==> src/rtl/fstat_pkg.sv <==
package fstat_pkg;
   localparam int unsigned SW_W     = 16;
   localparam int unsigned EXC_N    = 6;
   localparam int unsigned PTR_W    = 3;
   localparam int unsigned CC_N     = 4;

   // Bit positions used by neighbours decoding the word
   localparam int unsigned POS_SF   = 6;
   localparam int unsigned POS_ES   = 7;
   localparam int unsigned POS_C0   = 8;
   localparam int unsigned POS_C1   = 9;
   localparam int unsigned POS_C2   = 10;
   localparam int unsigned POS_PTR  = 11;
   localparam int unsigned POS_C3   = 14;
   localparam int unsigned POS_BUSY = 15;

   typedef struct packed {
      logic             busy;
      logic             c3;
      logic [PTR_W-1:0] ptr;
      logic             c2;
      logic             c1;
      logic             c0;
      logic             es;
      logic             sf;
      logic [EXC_N-1:0] exc;
   } sword_t;

   // Condition code vector order: {C3,C2,C1,C0}
   localparam int unsigned CC_IDX_C1 = 1;
endpackage

==> src/rtl/fstat_ptr.sv <==
module fstat_ptr #(
   parameter int unsigned PTR_W = 3
) (
   input  logic             clk,
   input  logic             rst_n,
   input  logic             push_i,
   input  logic             pop_i,
   input  logic             ld_i,
   input  logic [PTR_W-1:0] ld_ptr_i,
   output logic [PTR_W-1:0] ptr_o
);
   localparam logic [PTR_W-1:0] ONE = PTR_W'(1);

   logic [PTR_W-1:0] ptr_q, ptr_d;

   always_comb begin
      ptr_d = ptr_q;
      if (ld_i) begin
         ptr_d = ld_ptr_i;
      end else if (push_i && !pop_i) begin
         ptr_d = ptr_q - ONE;
      end else if (pop_i && !push_i) begin
         ptr_d = ptr_q + ONE;
      end
   end

   always_ff @(posedge clk) begin
      if (!rst_n) ptr_q <= '0;
      else        ptr_q <= ptr_d;
   end

   assign ptr_o = ptr_q;
endmodule

==> src/rtl/fstat_flags.sv <==
module fstat_flags #(
   parameter int unsigned EXC_W = 6
) (
   input  logic             clk,
   input  logic             rst_n,
   input  logic [EXC_W-1:0] set_i,
   input  logic             sf_set_i,
   input  logic             clr_i,
   input  logic             ld_i,
   input  logic [EXC_W-1:0] ld_exc_i,
   input  logic             ld_sf_i,
   output logic [EXC_W-1:0] exc_o,
   output logic             sf_o
);
   logic [EXC_W-1:0] exc_q;
   logic             sf_q;

   // One sticky cell per exception flag
   for (genvar k = 0; k < EXC_W; k++) begin : g_cell
      logic keep;
      assign keep = exc_q[k] && !clr_i;
      always_ff @(posedge clk) begin
         if (!rst_n)    exc_q[k] <= 1'b0;
         else if (ld_i) exc_q[k] <= ld_exc_i[k];
         else           exc_q[k] <= keep || set_i[k];
      end
   end

   always_ff @(posedge clk) begin
      if (!rst_n)    sf_q <= 1'b0;
      else if (ld_i) sf_q <= ld_sf_i;
      else           sf_q <= (sf_q && !clr_i) || sf_set_i;
   end

   assign exc_o = exc_q;
   assign sf_o  = sf_q;
endmodule

==> src/rtl/fstat_cc.sv <==
module fstat_cc #(
   parameter int unsigned CC_W   = 4,
   parameter int unsigned C1_IDX = 1
) (
   input  logic            clk,
   input  logic            rst_n,
   input  logic            we_i,
   input  logic [CC_W-1:0] cc_i,
   input  logic            sf_set_i,
   input  logic            sf_ovf_i,
   input  logic            ld_i,
   input  logic [CC_W-1:0] ld_cc_i,
   output logic [CC_W-1:0] cc_o
);
   logic [CC_W-1:0] cc_q, cc_d;

   always_comb begin
      cc_d = cc_q;
      if (ld_i) begin
         cc_d = ld_cc_i;
      end else begin
         if (we_i)     cc_d = cc_i;
         if (sf_set_i) cc_d[C1_IDX] = sf_ovf_i;
      end
   end

   always_ff @(posedge clk) begin
      if (!rst_n) cc_q <= '0;
      else        cc_q <= cc_d;
   end

   assign cc_o = cc_q;
endmodule

==> src/rtl/fstat_summary.sv <==
module fstat_summary #(
   parameter int unsigned EXC_W = 6
) (
   input  logic [EXC_W-1:0] exc_i,
   input  logic [EXC_W-1:0] mask_i,
   output logic             es_o
);
   logic [EXC_W-1:0] live;

   for (genvar k = 0; k < EXC_W; k++) begin : g_live
      assign live[k] = exc_i[k] & ~mask_i[k];
   end

   assign es_o = |live;
endmodule

==> src/rtl/fstat_word.sv <==
module fstat_word
   import fstat_pkg::*;
#(
   parameter int unsigned EXC_W = fstat_pkg::EXC_N,
   parameter int unsigned PTR_W = fstat_pkg::PTR_W
) (
   input  logic        clk,
   input  logic        rst_n,
   input  logic        push_i,
   input  logic        pop_i,
   input  logic [5:0]  exc_set_i,
   input  logic        sf_set_i,
   input  logic        sf_ovf_i,
   input  logic        cc_we_i,
   input  logic [3:0]  cc_i,
   input  logic [5:0]  mask_i,
   input  logic        ld_we_i,
   input  logic [15:0] ld_word_i,
   input  logic        clr_exc_i,
   output logic [15:0] sw_o,
   output logic        err_n_o
);
   localparam int unsigned TOTAL_W = EXC_W + PTR_W + 7;

   initial begin
      assert (TOTAL_W == SW_W) else $error("fstat_word: field widths do not fill the word");
      assert (EXC_W == EXC_N)  else $error("fstat_word: exception count fixed by layout");
   end

   sword_t           ld_view, word;
   logic [EXC_W-1:0] exc;
   logic             sf, es;
   logic [PTR_W-1:0] ptr;
   logic [CC_N-1:0]  cc, ld_cc;

   assign ld_view = sword_t'(ld_word_i);
   assign ld_cc   = {ld_view.c3, ld_view.c2, ld_view.c1, ld_view.c0};

   fstat_ptr #(.PTR_W(PTR_W)) u_ptr (
      .clk      (clk),
      .rst_n    (rst_n),
      .push_i   (push_i),
      .pop_i    (pop_i),
      .ld_i     (ld_we_i),
      .ld_ptr_i (ld_view.ptr),
      .ptr_o    (ptr)
   );

   fstat_flags #(.EXC_W(EXC_W)) u_flags (
      .clk      (clk),
      .rst_n    (rst_n),
      .set_i    (exc_set_i),
      .sf_set_i (sf_set_i),
      .clr_i    (clr_exc_i),
      .ld_i     (ld_we_i),
      .ld_exc_i (ld_view.exc),
      .ld_sf_i  (ld_view.sf),
      .exc_o    (exc),
      .sf_o     (sf)
   );

   fstat_cc #(.CC_W(CC_N), .C1_IDX(CC_IDX_C1)) u_cc (
      .clk      (clk),
      .rst_n    (rst_n),
      .we_i     (cc_we_i),
      .cc_i     (cc_i),
      .sf_set_i (sf_set_i),
      .sf_ovf_i (sf_ovf_i),
      .ld_i     (ld_we_i),
      .ld_cc_i  (ld_cc),
      .cc_o     (cc)
   );

   fstat_summary #(.EXC_W(EXC_W)) u_sum (
      .exc_i  (exc),
      .mask_i (mask_i),
      .es_o   (es)
   );

   always_comb begin
      word      = '0;
      word.busy = es;
      word.c3   = cc[3];
      word.ptr  = ptr;
      word.c2   = cc[2];
      word.c1   = cc[1];
      word.c0   = cc[0];
      word.es   = es;
      word.sf   = sf;
      word.exc  = exc;
   end

   assign sw_o    = word;
   assign err_n_o = ~es;
endmodule

==> config.mk <==
export PLATFORM = sky130hd
export DESIGN_NAME = fstat_word
export DESIGN_NICKNAME = d
export VERILOG_FILES = /design/src/rtl/fstat_pkg.sv /design/src/rtl/fstat_ptr.sv /design/src/rtl/fstat_flags.sv /design/src/rtl/fstat_cc.sv /design/src/rtl/fstat_summary.sv /design/src/rtl/fstat_word.sv
export SDC_FILE = /design/constraint.sdc
export NUM_CORES = 1
export LEC_CHECK = 0
export BUFFER_PORTS_ARGS = -buffer_cell sky130_fd_sc_hd__buf_2
export CELL_PAD_IN_SITES_DETAIL_PLACEMENT = 1
export CELL_PAD_IN_SITES_GLOBAL_PLACEMENT = 2
export CORE_ASPECT_RATIO = 1.4
export CORE_MARGIN = 2
export CORE_UTILIZATION = 21
export CTS_CLUSTER_SIZE = 10
export DETAILED_ROUTE_END_ITERATION = 8
export GPL_TIMING_DRIVEN = 1
export PLACE_DENSITY_LB_ADDON = 0.1
export REMOVE_ABC_BUFFERS = 1
export SYNTH_ARGS = -nofsm -noshare
export SYNTH_HDL_FRONTEND = slang
export SYNTH_HIERARCHICAL = 1
export SYNTH_SLANG_ARGS = --single-unit
==> constraint.sdc <==
create_clock -name clk -period 1.5 [get_ports clk]
set_input_delay 0.15 -clock clk [delete_from_list [all_inputs] [get_ports clk]]
set_output_delay 0.15 -clock clk [all_outputs]
set_load 0.01 [all_outputs]
==> results of run 1 <==
worst max-delay path, delay by kind of cell (launching register included):
kind / cells / cell delay (ns)
buffers and inverters: 3 / 0.23
and+or+nand+nor: 1 / 0.40
DFF: 1 / 0.32
AOI/OAI and AO/OA: 1 / 0.07
layer usage:
layer / vias up / GRT usage / part of all wire
met5: - / 0 / 0
met4: 0 / 0.05714 / 0.010
met3: 2 / 0.02192 / 0.079
met2: 36 / 0.1929 / 0.49
met1: 382 / 0.1262 / 0.42
li1: 407 / - / -
cell usage after synthesis (2+ instances only):
| master | n |
|---|---|
| nand3_1 | 3 |
| mux2i_1 | 2 |
| nor2b_1 | 7 |
| buf_4 | 3 |
| o211a_1 | 3 |
| mux2_2 | 3 |
| dfxtp_1 | 14 |
| o311a_1 | 7 |
| nand2b_1 | 6 |
| or2b_1 | 6 |
| o22ai_1 | 3 |
| xnor2_1 | 2 |
| inv_1 | 8 |
where the power goes:
part	internal (mW)	leakage (nW)	switching (mW)
logic	0.128	0.455	0.111
clock network	0.177	0.0216	0.131
registers	0.403	0.117	0.0194
total	0.708	0.594	0.262
through the flow:
stage | hold slack, ns | instances | utilization | cell area [um2] | setup WS [ns]
after detailed placement | 0.4006 | 177 | 0.3008 | 1096 | 0.009054
after CTS | 0.1426 | 180 | 0.3122 | 1137 | 0.06748
after floorplan | 0.2812 | 79 | - | 760.7 | 0.2068
after global placement | 0.3886 | 177 | 0.3008 | 1096 | 0.06369
final | 0.1553 | 180 | 0.3122 | 1137 | 0.08929
after global routing | 0.1505 | 180 | 0.3122 | 1137 | 0.01490
logic make-up (layout without fill, tap and decap cells):
kind of cell / count (synthesis) / after routing / share of synthesized area
DFF: 14 / 14 / 0.3528
buffers and inverters: 12 / 67 / 0.08031
AOI/OAI and AO/OA: 19 / 19 / 0.2047
adders and majority gates: 1 / 1 / 0.01575
xor gates and xnor gates: 3 / 3 / 0.03308
muxes: 5 / 5 / 0.06771
and+or+nand+nor: 29 / 29 / 0.2457
cell type report:
class / count / area (um2)
timing repair buffer: 56 / 282.8
sequential: 14 / 280.3
clock buffer: 3 / 41.29
tap: 42 / 52.55
fill: 466 / 2506
inverter: 8 / 30.03
multi-input combinational: 57 / 450.4
registers in the layout, indices dropped and copies added (netlist names):
register	count
u_flags/exc_o	6
u_cc/cc_o	4
u_ptr/ptr_o	3
u_flags/sf_o	1
path summary, 6_finish.rpt:
path         cells after the start        startpoint             end  slack [ns]
max reg2reg                      5    u_ptr/ptr_o[1]  u_ptr/ptr_o[2]        0.16
min reg2reg                      2    u_ptr/ptr_o[2]  u_ptr/ptr_o[2]        0.56
max                              5  u_flags/exc_o[0]         err_n_o        0.09
min                              3      ld_word_i[9]    u_cc/cc_o[1]        0.16
==> impl_metrics.ini, run 1 <==
[run_status]
status = complete, no violations

[cells_and_area]
num-nets-final = 182
layout_common_cells = buf_2 (55), dfxtp_1 (14), inv_1 (8)
insertedDiodeCount = 0
syn_to_final_growth_pct = 43.15
final_common_cell = buf_2
drive_gt1_frac = 0.4638

[floorplanning]
die_w_um = 55.99
dieArea_um2 = 4299
die_h_um = 76.78
core_region_area_um2 = 3643
initial_core_util = 0.2181
fp-row-count = 26
ioPinCount = 58

[pwr]
finalPower_mw = 0.9695
power_density_nw_per_um2 = 852.4
p_leak_nw = 0.5939
worst_ir_drop_vdd_mv = 0.2494

[critical_path]
cp_data_arrival_time_ns = 1.26
startpoint_type = flop
crit_type = reg -> out
cpPeakStageDelay_ns = 0.40
crit_fanout = 3
slowest_stage = or3_1
crit_top_cell = inv_1
crit_chain = inv_1 > o22ai_1 > or3_1 > inv_1 > buf_2
end_kind = output port
cp.required_ns = 1.35

[drt]
postRouteWirelength_mm = 2.311
wl_per_cell_um = 12.84
viasPerCell = 4.594
route.detailed.drc = 0
antenna_left = 0
drt_iter0_markers = 20
dr.pass1.iters = 3
vias = 827

[sta]
period_minus_slack_ns = 1.411
clock_skew_ns = 0.0002180
tightest_slew_ns = 0.4549
period_share = 0.9405
rsz0062_at_grt = no
tns_ns = 0
hold_viol = 0
slew_viol_final = 0
slew_headroom = 0.6968
fmax_mhz = 708.9
finalSetupViolCount = 0

[global_routing]
grt_pass1_vias = 870
grt_pass1_wl_mm = 3.843
grt_max_degree = 30
grt_usage = 0.1111
grt_overflow = 0
antenna_found_initial = 0

[worst_hold_path]
hold_class = in -> reg

[logic_synthesis]
synthArstFlopShare = 0
post-synth-top-area-fraction = 0.3528
ys.flop_type = dfxtp_1
synthTopCellsByArea = dfxtp_1 (35%), o311a_1 (8.8%), or2b_1 (5.7%)
ys_ff_latch = 14
synth_edf_count = 0
netlist_area_um2 = 794.5
synth.avg_cell_area_um2 = 9.572
yosysWarnings = 6
syn_inst = 83
synth_largest_area_cell = dfxtp_1
ys_types = 29
ys_seq_area_frac = 0.3528

[clocking]
cts_buffers = 3
cts.clk_slew.worst_paths_ns = 0.06
cts_tree = built
holdBufCountCts = 0
cts_setup_buffers = 0
cts_resized = 0
clock-sinks = 14
clk_path_buf_depth = 2
clk_latency_ns = 0.24
htreeDepth = 1
cts-root-buf = clkbuf_8

[placement]
port_buffers = 55
gp_congestion = 0.6876
dpl.hpwl_mm = 1.860

[run]
drv_cap = 0
Power figures use the tool's default switching activity.
==> run 2, diff against run 1 <==
ABC_AREA = 1   (was default)
ABC_CLOCK_PERIOD_IN_PS = 1500   (was default)
CORE_UTILIZATION = 19   (was 21)
==> run 2 against run 1 <==
Compared with the run above:
- clock power grew 5%
- critical path depth grew 5
- clock skew grew 0.00053 ns
- global-route usage grew 0.95 points
- register-to-register slack gained 0.10 ns
- sequential cell count is the same
- largest cell class unchanged
- power grew 6.6%
==> impl_metrics.ini, run 2 <==
[run_status]
status = complete, no violations

[logic_synthesis]
synth_common_cells = nand2_1 (51), inv_1 (34), nor2_1 (23)
yosysWarnings = 6
ys_ff_latch = 14
synthMostInstantiatedCell = nand2_1
synth.avg_cell_area_um2 = 5.709
synth_edf_count = 0
ys_seq_area_frac = 0.2940
post-synth-top-area-fraction = 0.2940
syn_inst = 167
ys_types = 21
synthTopCellsByArea = dfxtp_1 (29%), nand2_1 (20%), inv_1 (13%)
synth_largest_area_cell = dfxtp_1
synthArstFlopShare = 0
ys.flop_type = dfxtp_1
netlist_area_um2 = 953.4

[drt]
wl_per_cell_um = 10.57
dr.pass1.iters = 4
vias = 1147
viasPerCell = 4.010
antenna_left = 0
drt_iter0_markers = 16
postRouteWirelength_mm = 3.023
route.detailed.drc = 0

[clocking]
cts_resized = 0
cts_buffers = 3
cts.clk_slew.worst_paths_ns = 0.06
htreeDepth = 1
cts_tree = built
cts-root-buf = clkbuf_8
clk_path_buf_depth = 2
clock-sinks = 14
holdBufCountCts = 0
clk_latency_ns = 0.25
cts_setup_buffers = 0

[sta]
period_share = 0.8242
rsz0062_at_grt = no
finalSetupViolCount = 0
tns_ns = 0
slew_headroom = 0.8051
slew_viol_final = 0
tightest_slew_ns = 0.2923
period_minus_slack_ns = 1.236
fmax_mhz = 808.9
hold_viol = 0
clock_skew_ns = 0.0007488

[floorplanning]
ioPinCount = 58
initial_core_util = 0.1969
die_w_um = 63.87
die_h_um = 87.82
core_region_area_um2 = 4842
dieArea_um2 = 5609
fp-row-count = 30

[global_routing]
antenna_found_initial = 0
grt_usage = 0.1207
grt_pass1_vias = 1186
grt_max_degree = 15
grt_pass1_wl_mm = 5.278
grt_overflow = 0

[critical_path]
cp.required_ns = 1.69
cp_data_arrival_time_ns = 1.43
crit_fanout = 4
startpoint_type = flop
crit_type = reg -> reg
end_kind = flop

[cells_and_area]
postLayoutCoreUtil = 0.2734
final_common_cell = buf_2
layout_common_cells = buf_2 (55), nand2_1 (51), inv_1 (34)
insertedDiodeCount = 0
stdcell_count = 286
drive_gt1_frac = 0.3514
largest_register_ffs = 6
syn_to_final_growth_pct = 38.85
num-nets-final = 266
fin_area_um2 = 1324
fill_cells = 668

[worst_hold_path]
hold_class = in -> reg

[placement]
dp.cells = 283
port_buffers = 55
dpl.hpwl_mm = 2.465
gp_congestion = 0.7148
placed_area_um2 = 1282

[run]
drv_cap = 0

[pwr]
p_leak_nw = 0.8171
power_density_nw_per_um2 = 780.5
worst_ir_drop_vdd_mv = 0.2569
==> run 2: cell count changes after synthesis, sizes merged, moves of 7 or more <==
cell	before	now
nand2	0	54
inv	8	44
nor2	1	25
nand3	3	14
nor2b	7	0
o311a	7	0
==> run 2: final cells by class <==
type / count / area (um2) / area share
inverters: 44 / 170.2 / 0.1285
repair buffers: 56 / 282.8 / 0.2136
flip-flops and latches: 14 / 280.3 / 0.2117
well taps: 64 / 80.08 / 0.06049
multi-input cells: 105 / 469.2 / 0.3544
clock buffers: 3 / 41.29 / 0.03119
==> run 2: per-layer routing <==
layer	share of wire	global-route usage
met2	0.52	0.2216
met4	0.017	0.05336
met5	0	0
met3	0.060	0.02185
met1	0.40	0.1346
==> run 2: final timing paths <==
kind	start	to	slack, ns	cells after the start
hold / removal	ld_word_i[12]	u_ptr/ptr_o[1]	0.17	3
hold reg to reg	u_cc/cc_o[1]	u_cc/cc_o[1]	0.51	2
setup reg to reg	u_ptr/ptr_o[1]	u_ptr/ptr_o[2]	0.26	10
setup / recovery	u_ptr/ptr_o[1]	u_ptr/ptr_o[2]	0.26	10
==> run 2: worst max-delay path, cell delays in order, from the launching register on <==
cell and delay [ns]:
dfxtp_1 0.38, xor2_1 0.15, inv_1 0.06, ha_1 0.17, inv_1 0.05, nand2_1 0.06
inv_1 0.05, nand2_1 0.04, nand3_1 0.07, nand2_2 0.05, a21oi_2 0.09
==> run 2: power by group <==
part / internal, mW / leakage (nW) / switching (mW)
registers: 0.402 / 0.117 / 0.0216
clock network: 0.178 / 0.0216 / 0.146
logic: 0.124 / 0.679 / 0.162
total: 0.704 / 0.817 / 0.329
==> run 2: kinds of logic after synthesis <==
logic type      Yosys count  synth area share
simple gates             94            0.4094
fa+ha+maj                 1           0.01312
compound gates            9           0.06036
buf+inv                  48            0.2139
xor+xnor                  1          0.009188
flops                    14            0.2940
==> run 2: stage by stage <==
stage	setup WS [ns]	hold WS (ns)	power, mW
after floorplan	0.2976	0.2476	0.5811
after global placement	0.1876	0.4378	0.7146
after detailed placement	0.1372	0.4429	0.7250
after CTS	0.2424	0.1685	1.064
after global routing	0.07939	0.1745	1.121
final	0.2637	0.1735	1.033
==> run 3, diff against run 2 <==
ABC_AREA = 0   (was 1)
ABC_CLOCK_PERIOD_IN_PS = 1250   (was 1500)
CORE_UTILIZATION = 21   (was 19)
clock period = 1.25 ns   (was 1.5 ns; I/O delays follow)
==> run 3 against run 2 <==
Compared with the run above:
- final cell count is 35% lower
- non-clock buffer count grew 6
- via count fell by 27%
- design area shrank 7.6%
- sequential power increased by 20%
- critical endpoint is now sw_o[7]
- the run now ends with setup timing left
- hold slack worse by 0.042 ns
- utilization grew 6.2 points
==> impl_metrics.ini, run 3 (same netlist as run 1, synthesis figures left out) <==
[drt]
viasPerCell = 4.532
postRouteWirelength_mm = 2.424
vias = 843
drt_iter0_markers = 12
dr.pass1.iters = 3
antenna_left = 0
wl_per_cell_um = 13.03
route.detailed.drc = 0

[global_routing]
grt-busiest-layer = met2
grt_use_met3 = 0.02867
grt_max_degree = 30
met1_usage = 0.1303
gr-usage-met2 = 0.1988
grt_usage = 0.1146
grt_overflow = 0
grt_pass1_wl_mm = 3.891
antenna_found_initial = 0
grt_pass1_vias = 851

[cells_and_area]
fill_cells = 454
layout_common_cells = buf_2 (54), dfxtp_1 (9), buf_4 (7), nor2b_1 (7), o311a_1 (7)
largest_register_ffs = 6
final_common_cell = buf_2
syn_to_final_growth_pct = 54.02
insertedDiodeCount = 0
drive_gt1_frac = 0.5833
postLayoutCoreUtil = 0.3359
multi_input_area_um2 = 479.2
num-nets-final = 188
layout.area.seq_um2 = 286.5

[run]
drv_cap = 0

[worst_hold_path]
hold_class = in -> reg
holdPathStages = 3

[floorplanning]
ioPinCount = 58
dieArea_um2 = 4299
die_h_um = 76.78
die_w_um = 55.99
core_region_area_um2 = 3643
initial_core_util = 0.2181
fp-row-count = 26

[placement]
gp_congestion = 0.6844
dpl.hpwl_mm = 1.892
port_buffers = 55

[pwr]
p_leak_nw = 0.6308
worst_ir_drop_vdd_mv = 0.3693
power_density_nw_per_um2 = 982.7

[clocking]
cts.clk_slew.worst_paths_ns = 0.05
clock-sinks = 14
cts_buffers = 3
cts-root-buf = clkbuf_8
clk_latency_ns = 0.24
htreeDepth = 1
holdBufCountCts = 0
clk_path_buf_depth = 2
cts_tree = built

[critical_path]
cp.required_ns = 1.12
crit_fanout = 3
cp_top_family = simple AND/OR/NAND/NOR gates
crit_type = reg -> out
end_kind = output port
r2r_cells = 5
critical_path.n_buffers_inverters = 2
startpoint_type = flop
slowest_stage = or3_4
crit_chain = inv_2 > o22ai_2 > or3_4 > buf_2
cp_num_cells = 4
cpPeakStageDelay_ns = 0.39
cp_data_arrival_time_ns = 1.22

[sta]
period_share = 1.074
tns_ns = -0.2741
finalSetupViolCount = 3
setup_slack_ns = -0.09284
fmax_mhz = 744.7
slew_headroom = 0.6935
clock_skew_ns = 0.0001677
rsz0062_at_grt = yes
period_minus_slack_ns = 1.343
tightest_slew_ns = 0.4597
hold_viol = 0
slew_viol_final = 0

[run_status]
status = complete, but fails checks
violations = setup timing
-- run 3: worst min-delay path: stages --
cell and delay, ns:
buf_2 0.08, nand3_1 0.06, o21ai_1 0.07
-- run 3: path summary, 6_finish.rpt --
kind | startpoint | slack [ns] | to
worst min-delay path | ld_word_i[11] | 0.13 | u_ptr/ptr_o[0]
worst max-delay path | u_flags/exc_o[2] | -0.09 | sw_o[7]
worst max register to register | u_ptr/ptr_o[1] | 0 | u_ptr/ptr_o[2]
worst min register to register | u_ptr/ptr_o[2] | 0.54 | u_ptr/ptr_o[2]
-- run 3: layout make-up --
class,instances,area share
Sequential cell,14,0.2342
Tap cell,42,0.04294
Clock buffer,3,0.03374
Timing Repair Buffer,62,0.2730
Inverter,8,0.02454
Multi-Input combinational cell,57,0.3916
-- run 3: through the flow --
step | std cells | instance area [um2] | worst slack [ns] | hold WS (ns) | power, mW
floorplan | 79 | 760.7 | -0.04320 | 0.2562 | 0.6523
detailed placement | 181 | 1126 | -0.2695 | 0.3792 | 0.8218
global placement | 181 | 1126 | -0.1298 | 0.3645 | 0.8131
CTS | 186 | 1195 | -0.1249 | 0.1189 | 1.222
global route | 186 | 1224 | -0.1454 | 0.1311 | 1.297
finish | 186 | 1224 | -0.09284 | 0.1317 | 1.202
-- run 3: timing repair --
item                       CTS  global route
setup endpoints to repair    4             4
hold endpoints to repair     0             0
cloned                       0             0
pin swaps                    4             2
resized for setup            8             9
setup buffers                2             0
-- run 3: metal layers --
layer / vias to the layer above / part of all wire
met2: 36 / 0.51
met1: 385 / 0.40
met3: 2 / 0.081
li1: 420 / -
met5: - / 0
met4: 0 / 0.0066
-- run 3: power by group --
group          internal (mW)  switching, mW  total (mW)
Sequential             0.486         0.0223       0.508
Combinational          0.186          0.148       0.334
Clock                  0.213          0.148       0.361
Total                  0.884          0.318        1.20
